## src/rtl/pwmctl_pkg.sv

```systemverilog
package pwmctl_pkg;
    localparam int NCH     = 6;
    localparam int MODE_W  = 2;
    localparam int NSWP    = 3;
    localparam int DW      = 8;
    localparam int EN_BIT  = 7;
    localparam int RSV_BIT = 6;
    localparam int AUX_W   = MODE_W + NSWP;
    localparam int PAD_W   = DW - AUX_W;

    typedef struct packed {
        logic              en;
        logic [NSWP-1:0]   swp;
        logic [MODE_W-1:0] mode;
        logic [NCH-1:0]    mask;
    } ctl_t;

    typedef enum logic {SEL_MAIN = 1'b0, SEL_AUX = 1'b1} sel_e;

    function automatic logic [DW-1:0] pack_main(input ctl_t c);
        return {c.en, 1'b1, c.mask};
    endfunction

    function automatic logic [DW-1:0] pack_aux(input ctl_t c);
        return {{PAD_W{1'b0}}, c.swp, c.mode};
    endfunction
endpackage

```

## src/rtl/wp_latch.sv

```systemverilog
module wp_latch (
    input  logic clk,
    input  logic rst,
    input  logic wp_set,
    output logic lock_eff
);
    logic locked_q;

    always_ff @(posedge clk) begin
        if (rst)         locked_q <= 1'b0;
        else if (wp_set) locked_q <= 1'b1;
    end

    assign lock_eff = locked_q | wp_set;

    p_lock_sticky_r3: assert property (@(posedge clk) disable iff (rst)
        lock_eff |=> lock_eff);
endmodule

```

## src/rtl/ctl_regs.sv

```systemverilog
module ctl_regs
    import pwmctl_pkg::*;
(
    input  logic          clk,
    input  logic          rst,
    input  logic          wr_en,
    input  sel_e          sel,
    input  logic [DW-1:0] wdata,
    input  logic          lock,
    output ctl_t          ctl
);
    ctl_t ctl_q;
    logic unused_wbits;

    assign unused_wbits = wdata[RSV_BIT];

    always_ff @(posedge clk) begin
        if (rst) begin
            ctl_q <= '0;
        end else if (wr_en) begin
            if (sel == SEL_MAIN) begin
                ctl_q.mask <= wdata[NCH-1:0];
                if (!lock) ctl_q.en <= wdata[EN_BIT];
            end else if (ctl_q.en) begin
                ctl_q.mode <= wdata[MODE_W-1:0];
                ctl_q.swp  <= wdata[AUX_W-1:MODE_W];
            end
        end
    end

    assign ctl = ctl_q;

    p_en_frozen_r3: assert property (@(posedge clk) disable iff (rst)
        lock |=> $stable(ctl_q.en));
    p_aux_hold_r5: assert property (@(posedge clk) disable iff (rst)
        !ctl_q.en |=> ($stable(ctl_q.mode) && $stable(ctl_q.swp)));
    p_aux_load_r4: assert property (@(posedge clk) disable iff (rst)
        (wr_en && sel == SEL_AUX && ctl_q.en) |=>
            (ctl_q.mode == $past(wdata[MODE_W-1:0])));
    p_mask_load_r6: assert property (@(posedge clk) disable iff (rst)
        (wr_en && sel == SEL_MAIN) |=> (ctl_q.mask == $past(wdata[NCH-1:0])));
    p_en_load_r2: assert property (@(posedge clk) disable iff (rst)
        (wr_en && sel == SEL_MAIN && !lock) |=> (ctl_q.en == $past(wdata[EN_BIT])));
endmodule

```

## src/rtl/chan_mask.sv

```systemverilog
module chan_mask
    import pwmctl_pkg::*;
(
    input  logic           clk,
    input  logic           rst,
    input  logic [NCH-1:0] mask,
    input  logic [NCH-1:0] pwm_in,
    output logic [NCH-1:0] pwm_out
);
    for (genvar i = 0; i < NCH; i++) begin : g_ch
        assign pwm_out[i] = mask[i] ? 1'b0 : pwm_in[i];

        p_mask_zero_r7: assert property (@(posedge clk) disable iff (rst)
            mask[i] |-> !pwm_out[i]);
        p_mask_pass_r7: assert property (@(posedge clk) disable iff (rst)
            !mask[i] |-> (pwm_out[i] == pwm_in[i]));
    end
endmodule

```

## src/rtl/pwm_chan_ctl.sv

```systemverilog
module pwm_chan_ctl
    import pwmctl_pkg::*;
(
    input  logic              clk,
    input  logic              rst,
    input  logic              wr_en,
    input  logic              addr,
    input  logic [DW-1:0]     wdata,
    output logic [DW-1:0]     rdata,
    input  logic              wp_set,
    output logic [MODE_W-1:0] mode_o,
    output logic [NSWP-1:0]   swap_o,
    input  logic [NCH-1:0]    pwm_in,
    output logic [NCH-1:0]    pwm_out
);
    logic lock;
    ctl_t ctl;
    sel_e sel;

    assign sel = sel_e'(addr);

    wp_latch u_lock (
        .clk      (clk),
        .rst      (rst),
        .wp_set   (wp_set),
        .lock_eff (lock)
    );

    ctl_regs u_regs (
        .clk   (clk),
        .rst   (rst),
        .wr_en (wr_en),
        .sel   (sel),
        .wdata (wdata),
        .lock  (lock),
        .ctl   (ctl)
    );

    chan_mask u_mask (
        .clk     (clk),
        .rst     (rst),
        .mask    (ctl.mask),
        .pwm_in  (pwm_in),
        .pwm_out (pwm_out)
    );

    always_comb begin
        rdata = (sel == SEL_MAIN) ? pack_main(ctl) : pack_aux(ctl);
    end

    assign mode_o = ctl.mode;
    assign swap_o = ctl.swp;

    p_rsvd_one_r8: assert property (@(posedge clk) disable iff (rst)
        (sel == SEL_MAIN) |-> rdata[RSV_BIT]);
    p_aux_pad_r8: assert property (@(posedge clk) disable iff (rst)
        (sel == SEL_AUX) |-> (rdata[DW-1:AUX_W] == '0));
endmodule

```

## config.mk

```make
export PLATFORM = sky130hd
export DESIGN_NAME = pwm_chan_ctl
export DESIGN_NICKNAME = d
export VERILOG_FILES = /design/src/rtl/pwmctl_pkg.sv /design/src/rtl/wp_latch.sv /design/src/rtl/ctl_regs.sv /design/src/rtl/chan_mask.sv /design/src/rtl/pwm_chan_ctl.sv
export SDC_FILE = /design/constraint.sdc
export NUM_CORES = 1
export LEC_CHECK = 0
export ABC_AREA = 1
export CORE_AREA = 8 8 51 53
export DETAILED_ROUTE_END_ITERATION = 10
export DIE_AREA = 0 0 59 61
export GPL_ROUTABILITY_DRIVEN = 0
export PLACE_DENSITY_LB_ADDON = 0.12
export SETUP_SLACK_MARGIN = 0.2
export SLEW_MARGIN = 20
export SYNTH_ARGS = -nofsm -noshare
export SYNTH_HDL_FRONTEND = slang
export SYNTH_SLANG_ARGS = --single-unit
```

## constraint.sdc

```tcl
create_clock -name clk -period 1.8 [get_ports clk]
set_input_delay 0.54 -clock clk [delete_from_list [all_inputs] [get_ports clk]]
set_output_delay 0.54 -clock clk [all_outputs]
set_load 0.02 [all_outputs]
```

Word level (Yosys, flattened, before mapping)
Index checks and enable logic that the tools add are counted.
{ "word_totals": {"reg_bits": 13, "latch_bits": 0, "ramBits": 0, "rom_bits": 0, "output_inout_bits": 19, "elab_cells": 18, "memories": 0} }
{ "classes": {"addsub": 0, "n_mul": 0, "div_mod_pow": 0, "magnitude_cmp": 0, "n_eq_ne": 0, "shift": 0, "mux": 7, "n_bitwise": 3, "reduce_logical": 3} }
{ "ops": {"columns": ["operator", "count"], "rows": [
  ["$mux W8", 1],
  ["$mux W1", 6],
  ["$reduce_and A3 Y1", 2],
  ["$not A1 Y1", 2],
  ["$reduce_and A2 Y1", 1],
  ["$or A1 B1 Y1", 1]
]} }

Logic depth before layout (Yosys ltp)
Gate-level depths: netlist of the first run.
{ "depth": {"word_depth": 3, "mapped_depth": 5, "depth_no_buf": 5} }

By module
Synthesis of the first run repeated with hierarchy kept, for this count alone.
{ "unflattened": {"hier_cells": 104, "area_unflattened_um2": 654.4} }
{ "modules_own_cells": {"columns": ["mod", "n_inst", "cells_per_inst", "area_each_um2", "seq_area_each_um2"], "rows": [
  ["ctl_regs", 1, 67, 474.2, 240.2],
  ["pwm_chan_ctl", 1, 21, 86.3, 0.0],
  ["chan_mask", 1, 12, 60.1, 0.0],
  ["wp_latch", 1, 4, 33.8, 20.0]
]} }

Worst setup path after synthesis of the first run
OpenSTA, ideal clock, no wires.
{ "synth_path": {"path_type": "input-to-output", "startpoint": "input port addr", "endpoint": "output port rdata[0]", "arrival_ns": 1.114, "slack_ns": 0.146, "cell_stages": 2, "n_path_buf": 0, "cell_sequence": "inv_2 > o21ai_0"} }
{ "synth_between": {"elab_chain_len": 1} }
{ "synth_lines": {"columns": ["item", "line", "text"], "rows": [
  ["start, declared", "pwm_chan_ctl.sv:7", "input logic addr,"],
  ["$mux W8", "pwm_chan_ctl.sv:48", "rdata = (sel == SEL_MAIN) ? pack_main(ctl) : pack_aux(ctl);"],
  ["end, declared", "pwm_chan_ctl.sv:9", "output logic [DW-1:0] rdata,"]
]} }
No other way between the ends.

Worst setup path after layout of the first run
{ "layout_path": {"startpoint": "input port addr", "endpoint": "output port rdata[4]"} }
The elaborated chain is that of the path after synthesis.

==> out/results.ini, run 1 <==
[critical_path]
cp-end-kind=output pin
path_cells=buf_6, buf_8, nand2_1, nand2_1, buf_6
worst_setup_path_start_kind=input port
worstPathMaxFanout=7
criticalPathCategory=input port to output pin
critPathRequiredTime_ns=1.26
critPathSlowestCell=buf_8
cp_data_arrival_time_ns=1.03
critical-path-max-stage-delay_ns=0.14

[pwr]
vdd_drop_max_uv=298
total_power_mw=0.664
leakage_nw=0.533
p_per_area_nw_per_um2=607

[floorplanning]
design.core.area_um2=1840
die_h_um=61
die_x_um=59
initial_core_util_pct=36.0
ios=38
std_cell_rows=16
die-area_um2=3600

[drt]
dr.first_iter.drc_count=8
post_drt_via_cell_ratio=4.43
drt_first_pass_iters=4
routed_wl_um=1910
post-route-drc-count=0
ant_nets=0
wl_per_cell_um=11.6
vias=731

[synthesis]
synthDistinctLibCells=14
synth-xor-area-share_pct=0
synth_area_leaders=dfxtp_1, nor2_1, nand2_1, inv_1, o21ai_0
synthCells=98
ys_seq_area_share_pct=39.2
synth-compound-area-share_pct=9.62
synth_adder_area_share_pct=0
synth_top_area_cell=dfxtp_1
synthSimpleGateAreaFrac_pct=35.8
syn_avg_cell_area_um2=6.77
synth_top_cell_area_share_pct=39.2
synth_fp_nets=117
synth_top_family_by_area=simple AND/OR/NAND/NOR gates
synth_seq_cells=13
yosys_warnings=0
muxShareOfSynthArea_pct=0
syn_area_um2=663

[timing]
fin_skew_ns=0.000942
fmax_mhz=635
setup_viol=0
whs_ns=0.495
rsz0062_at_grt=false
tightestPinTransition_ns=0.248
drv_slew=0
max_slew_margin_pct=83.4
finalCritPeriodShare_pct=87.5
finalHoldViolCount=0
period_minus_slack_ns=1.57
fin_setup_tns_ns=0

[cells_and_area]
antennaDiodeCount=0
finalNonFillerCells=165
fin_area_um2=1090
final_nets=158
final_cell_mix=nor2_1, nand2_1, inv_1, buf_4, dfxtp_1
drive_above_1_share_pct=27.5
nFillCells=199
layout_commonest_cell=nor2_1
area_delta_synth_final_pct=64.9

[global_routing]
antenna_found_initial=0
grt_max_degree=10
overflow=0
grt_pass1_wl_um=3240
grt_use_total_pct=11.9
grt_pass1_vias=720

[cts]
cts-htree-levels=1
clockBufferDepth=2
cts_buffers=3
root_buffer=clkbuf_4
insertion_delay_ns=0.28
cts_tree=built
cts.sinks=13
clkTransAtPathRegs_ns=0.08

[placement]
hpwlAfterDp_um=1480
place_area_um2=1040
place_inst=159
portBuffers=36

[status]
status=complete, no violations

[hold_path]
hp-class=flip-flop to flip-flop

[flow_run]
cap_violations=0

==> worst paths after layout <==
check	start	endpoint	slack [ns]	cells past startpoint
min	u_lock.locked_q$_SDFFE_PP0P_	u_lock.locked_q$_SDFFE_PP0P_	0.49	2
max reg2reg	u_regs.ctl[11]$_SDFFE_PP0P_	u_regs.ctl[6]$_SDFFE_PP0P_	0.95	5
max	addr	rdata[4]	0.23	5
min reg2reg	u_lock.locked_q$_SDFFE_PP0P_	u_lock.locked_q$_SDFFE_PP0P_	0.49	2
==> per-stage QoR <==
stage	utilization (%)	worst slack (ns)
floorplan	-	0.146
global route	59.4	0.198
CTS	57.1	0.181
detailed placement	56.4	-0.647
finish	59.4	0.225
global placement	56.4	-0.643
==> synth_stat cells <==
cell type and number:
nor2_1 27, nand2_1 20, dfxtp_1 13, inv_1 12, o21ai_0 8, buf_4 5, a21oi_1 3, nand4_1 3
inv_2 2, a21oi_2 1, buf_6 1, nand3_1 1, nand3_4 1, nor2_8 1
==> critical path, delay by kind of cell <==
kind / cells / cell delay, ns
simple gates: 2 / 0.12
buf+inv: 3 / 0.38
==> routing by layer <==
layer  vias to the layer above  part of all wire [%]  GRT usage [%]
li1                        380                     -              -
met1                       320                    42           12.5
met2                        26                    49           20.2
met3                         5                   7.0           4.66
met4                         0                   1.9           6.14
met5                         -                     0              0
==> sequential cells by signal, indices dropped and copies added, names as in the netlist <==
signal and count:
u_regs.ctl 12, u_lock.locked_q 1
==> cells by family (layout without fill, tap and decap cells) <==
logic type / count (synthesis) / after routing
flops: 13 / 13
buf+inv: 20 / 60
simple gates: 53 / 53
compound gates: 12 / 12
==> where the power goes <==
| part | switching [mW] | internal (mW) |
|---|---|---|
| clock | 0.0984 | 0.0859 |
| sequential | 0.00859 | 0.301 |
| combinational | 0.0878 | 0.0827 |
| total | 0.195 | 0.469 |
==> cell type report <==
type	count	area, µm²	area share, %
well taps	27	33.8	3.09
inverters	14	55.1	5.03
flip-flops and latches	13	263	24.0
repair inverters	1	7.51	0.686
repair buffers	41	379	34.7
clock buffers	4	26.3	2.40
multi-input cells	65	329	30.1
==> what timing repair did <==
action,4_1_cts,5_1_grt
cloned,1,0
setup buffers,0,1
pin swaps,6,2
gates resized for setup,95,13
hold buffers,0,0
endpoints found under the setup margin,19,9
Note: power is estimated with default switching activity, not from simulation.
==> run 2: changes to the inputs <==
--- a/config.mk
+++ b/config.mk
@@ -12,6 +12,7 @@
 export GPL_ROUTABILITY_DRIVEN = 0
 export PLACE_DENSITY_LB_ADDON = 0.12
 export SETUP_SLACK_MARGIN = 0.2
+export SKIP_CTS_REPAIR_TIMING = 1
 export SLEW_MARGIN = 20
 export SYNTH_ARGS = -nofsm -noshare
 export SYNTH_HDL_FRONTEND = slang
==> out/results.ini, run 2 (synthesized netlist as in run 1, its figures left out) <==
[floorplanning]
ios=38  ; unchanged
initial_core_util_pct=36.0  ; unchanged
std_cell_rows=16  ; unchanged
die_h_um=61  ; unchanged
die_x_um=59  ; unchanged
design.core.area_um2=1840  ; unchanged
die-area_um2=3600  ; unchanged

[cts]
clockBufferDepth=2  ; unchanged
cts.sinks=13  ; unchanged
cts-htree-levels=1  ; unchanged
insertion_delay_ns=0.27  ; about the same
cts_buffers=3  ; unchanged
clkTransAtPathRegs_ns=0.08  ; about the same
root_buffer=clkbuf_4
cts_tree=built

[cells_and_area]
drive_above_1_share_pct=24.8  ; -2.7 points
final_nets=157  ; -0.63%
finalNonFillerCells=164  ; -0.61%
fin_area_um2=1110  ; +1.9%
multiInputGateArea_um2=322  ; -2.3%
layout_commonest_cell=nor2_1
antennaDiodeCount=0  ; unchanged
seq_area_um2=262  ; -0.48%
final_cell_mix=nor2_1, nand2_1, inv_1, dlymetal6s2s_1, dfxtp_1
nFillCells=193  ; -3.0%
area_delta_synth_final_pct=68.1
largest_register_ffs=12  ; unchanged

[global_routing]
grt_pass1_wl_um=3070  ; -5.3%
grt_pass1_vias=679  ; -5.7%
antenna_found_initial=0  ; unchanged
grt_max_degree=10  ; unchanged
grt_use_total_pct=11.3  ; -0.61 points
overflow=0  ; unchanged

[timing]
tightestPinTransition_ns=0.249  ; +0.000649 ns
period_minus_slack_ns=1.59  ; +0.0166 ns
drv_slew=0  ; unchanged
finalCritPeriodShare_pct=88.4  ; +0.92 points
setup_viol=0  ; unchanged
rsz0062_at_grt=true
max_slew_margin_pct=83.4  ; about the same
finalHoldViolCount=0  ; unchanged
fmax_mhz=628  ; -1.0%
whs_ns=0.490  ; -0.00446 ns
fin_skew_ns=0.00364  ; +0.00270 ns

[pwr]
total_power_mw=0.660  ; -0.53%
p_per_area_nw_per_um2=592  ; -2.4%
leakage_nw=0.649  ; +22%
vdd_drop_max_uv=301  ; +1.2%

[placement]
hpwlAfterDp_um=1480  ; unchanged
place_area_um2=1040  ; unchanged
place_inst=159  ; unchanged
portBuffers=36  ; unchanged

[drt]
dr.first_iter.drc_count=13  ; +5
post_drt_via_cell_ratio=4.40  ; -0.77%
drt_first_pass_iters=4  ; unchanged
wl_per_cell_um=11.6  ; +0.29%
ant_nets=0  ; unchanged
post-route-drc-count=0  ; unchanged
routed_wl_um=1900  ; -0.31%
vias=721  ; -1.4%

[critical_path]
cp_data_arrival_time_ns=1.05  ; +0.02 ns
worst_setup_path_start_kind=input port
cp-end-kind=output pin
worstPathMaxFanout=7  ; unchanged
criticalPathCategory=input port to output pin
critPathRequiredTime_ns=1.26  ; about the same

[status]
status=complete, no violations

[hold_path]
hp-class=flip-flop to flip-flop

[flow_run]
cap_violations=0  ; unchanged

## run 2: final cells by class
type                       instances  area share [%]
clock buffer                       4            2.36
inverter                          14            4.94
multi-input combinational         65            28.8
sequential                        13            23.5
tap                               27            3.03
timing repair buffer              40            36.7
timing repair inverter             1           0.673
## run 2: report_power, final
group / leakage, nW / switching [mW] / internal, mW
clock network: 0.0150 / 0.0948 / 0.0858
logic: 0.527 / 0.0866 / 0.0840
registers: 0.107 / 0.00876 / 0.300
## run 2: critical path, stage by stage
cell    delay, ns
buf_6        0.11
buf_6        0.13
nor2_2       0.12
buf_4        0.15
## run 2: final timing paths
path | startpoint | endpoint | slack (ns) | cells past startpoint
max | addr | rdata[7] | 0.21 | 4
min | u_lock.locked_q$_SDFFE_PP0P_ | u_lock.locked_q$_SDFFE_PP0P_ | 0.49 | 2
max reg2reg | u_regs.ctl[11]$_SDFFE_PP0P_ | u_regs.ctl[7]$_SDFFE_PP0P_ | 0.96 | 5
min reg2reg | u_lock.locked_q$_SDFFE_PP0P_ | u_lock.locked_q$_SDFFE_PP0P_ | 0.49 | 2
## run 2: metrics by stage
step,utilization (%),worst slack [ns],TNS [ns]
global route,60.5,0.190,0
CTS,57.8,-0.647,-7.78
detailed placement,56.4,-0.647,-7.70
floorplan,-,0.146,0
global placement,56.4,-0.643,-7.61
finish,60.5,0.209,0
## run 2: routing by layer
metal	vias to the layer above	GRT usage [%]	part of all wire, %
met3	2	4.66	6.2
li1	380	-	-
met4	0	6.14	0.68
met2	24	18.5	49
met1	315	12.2	45
met5	-	0	0
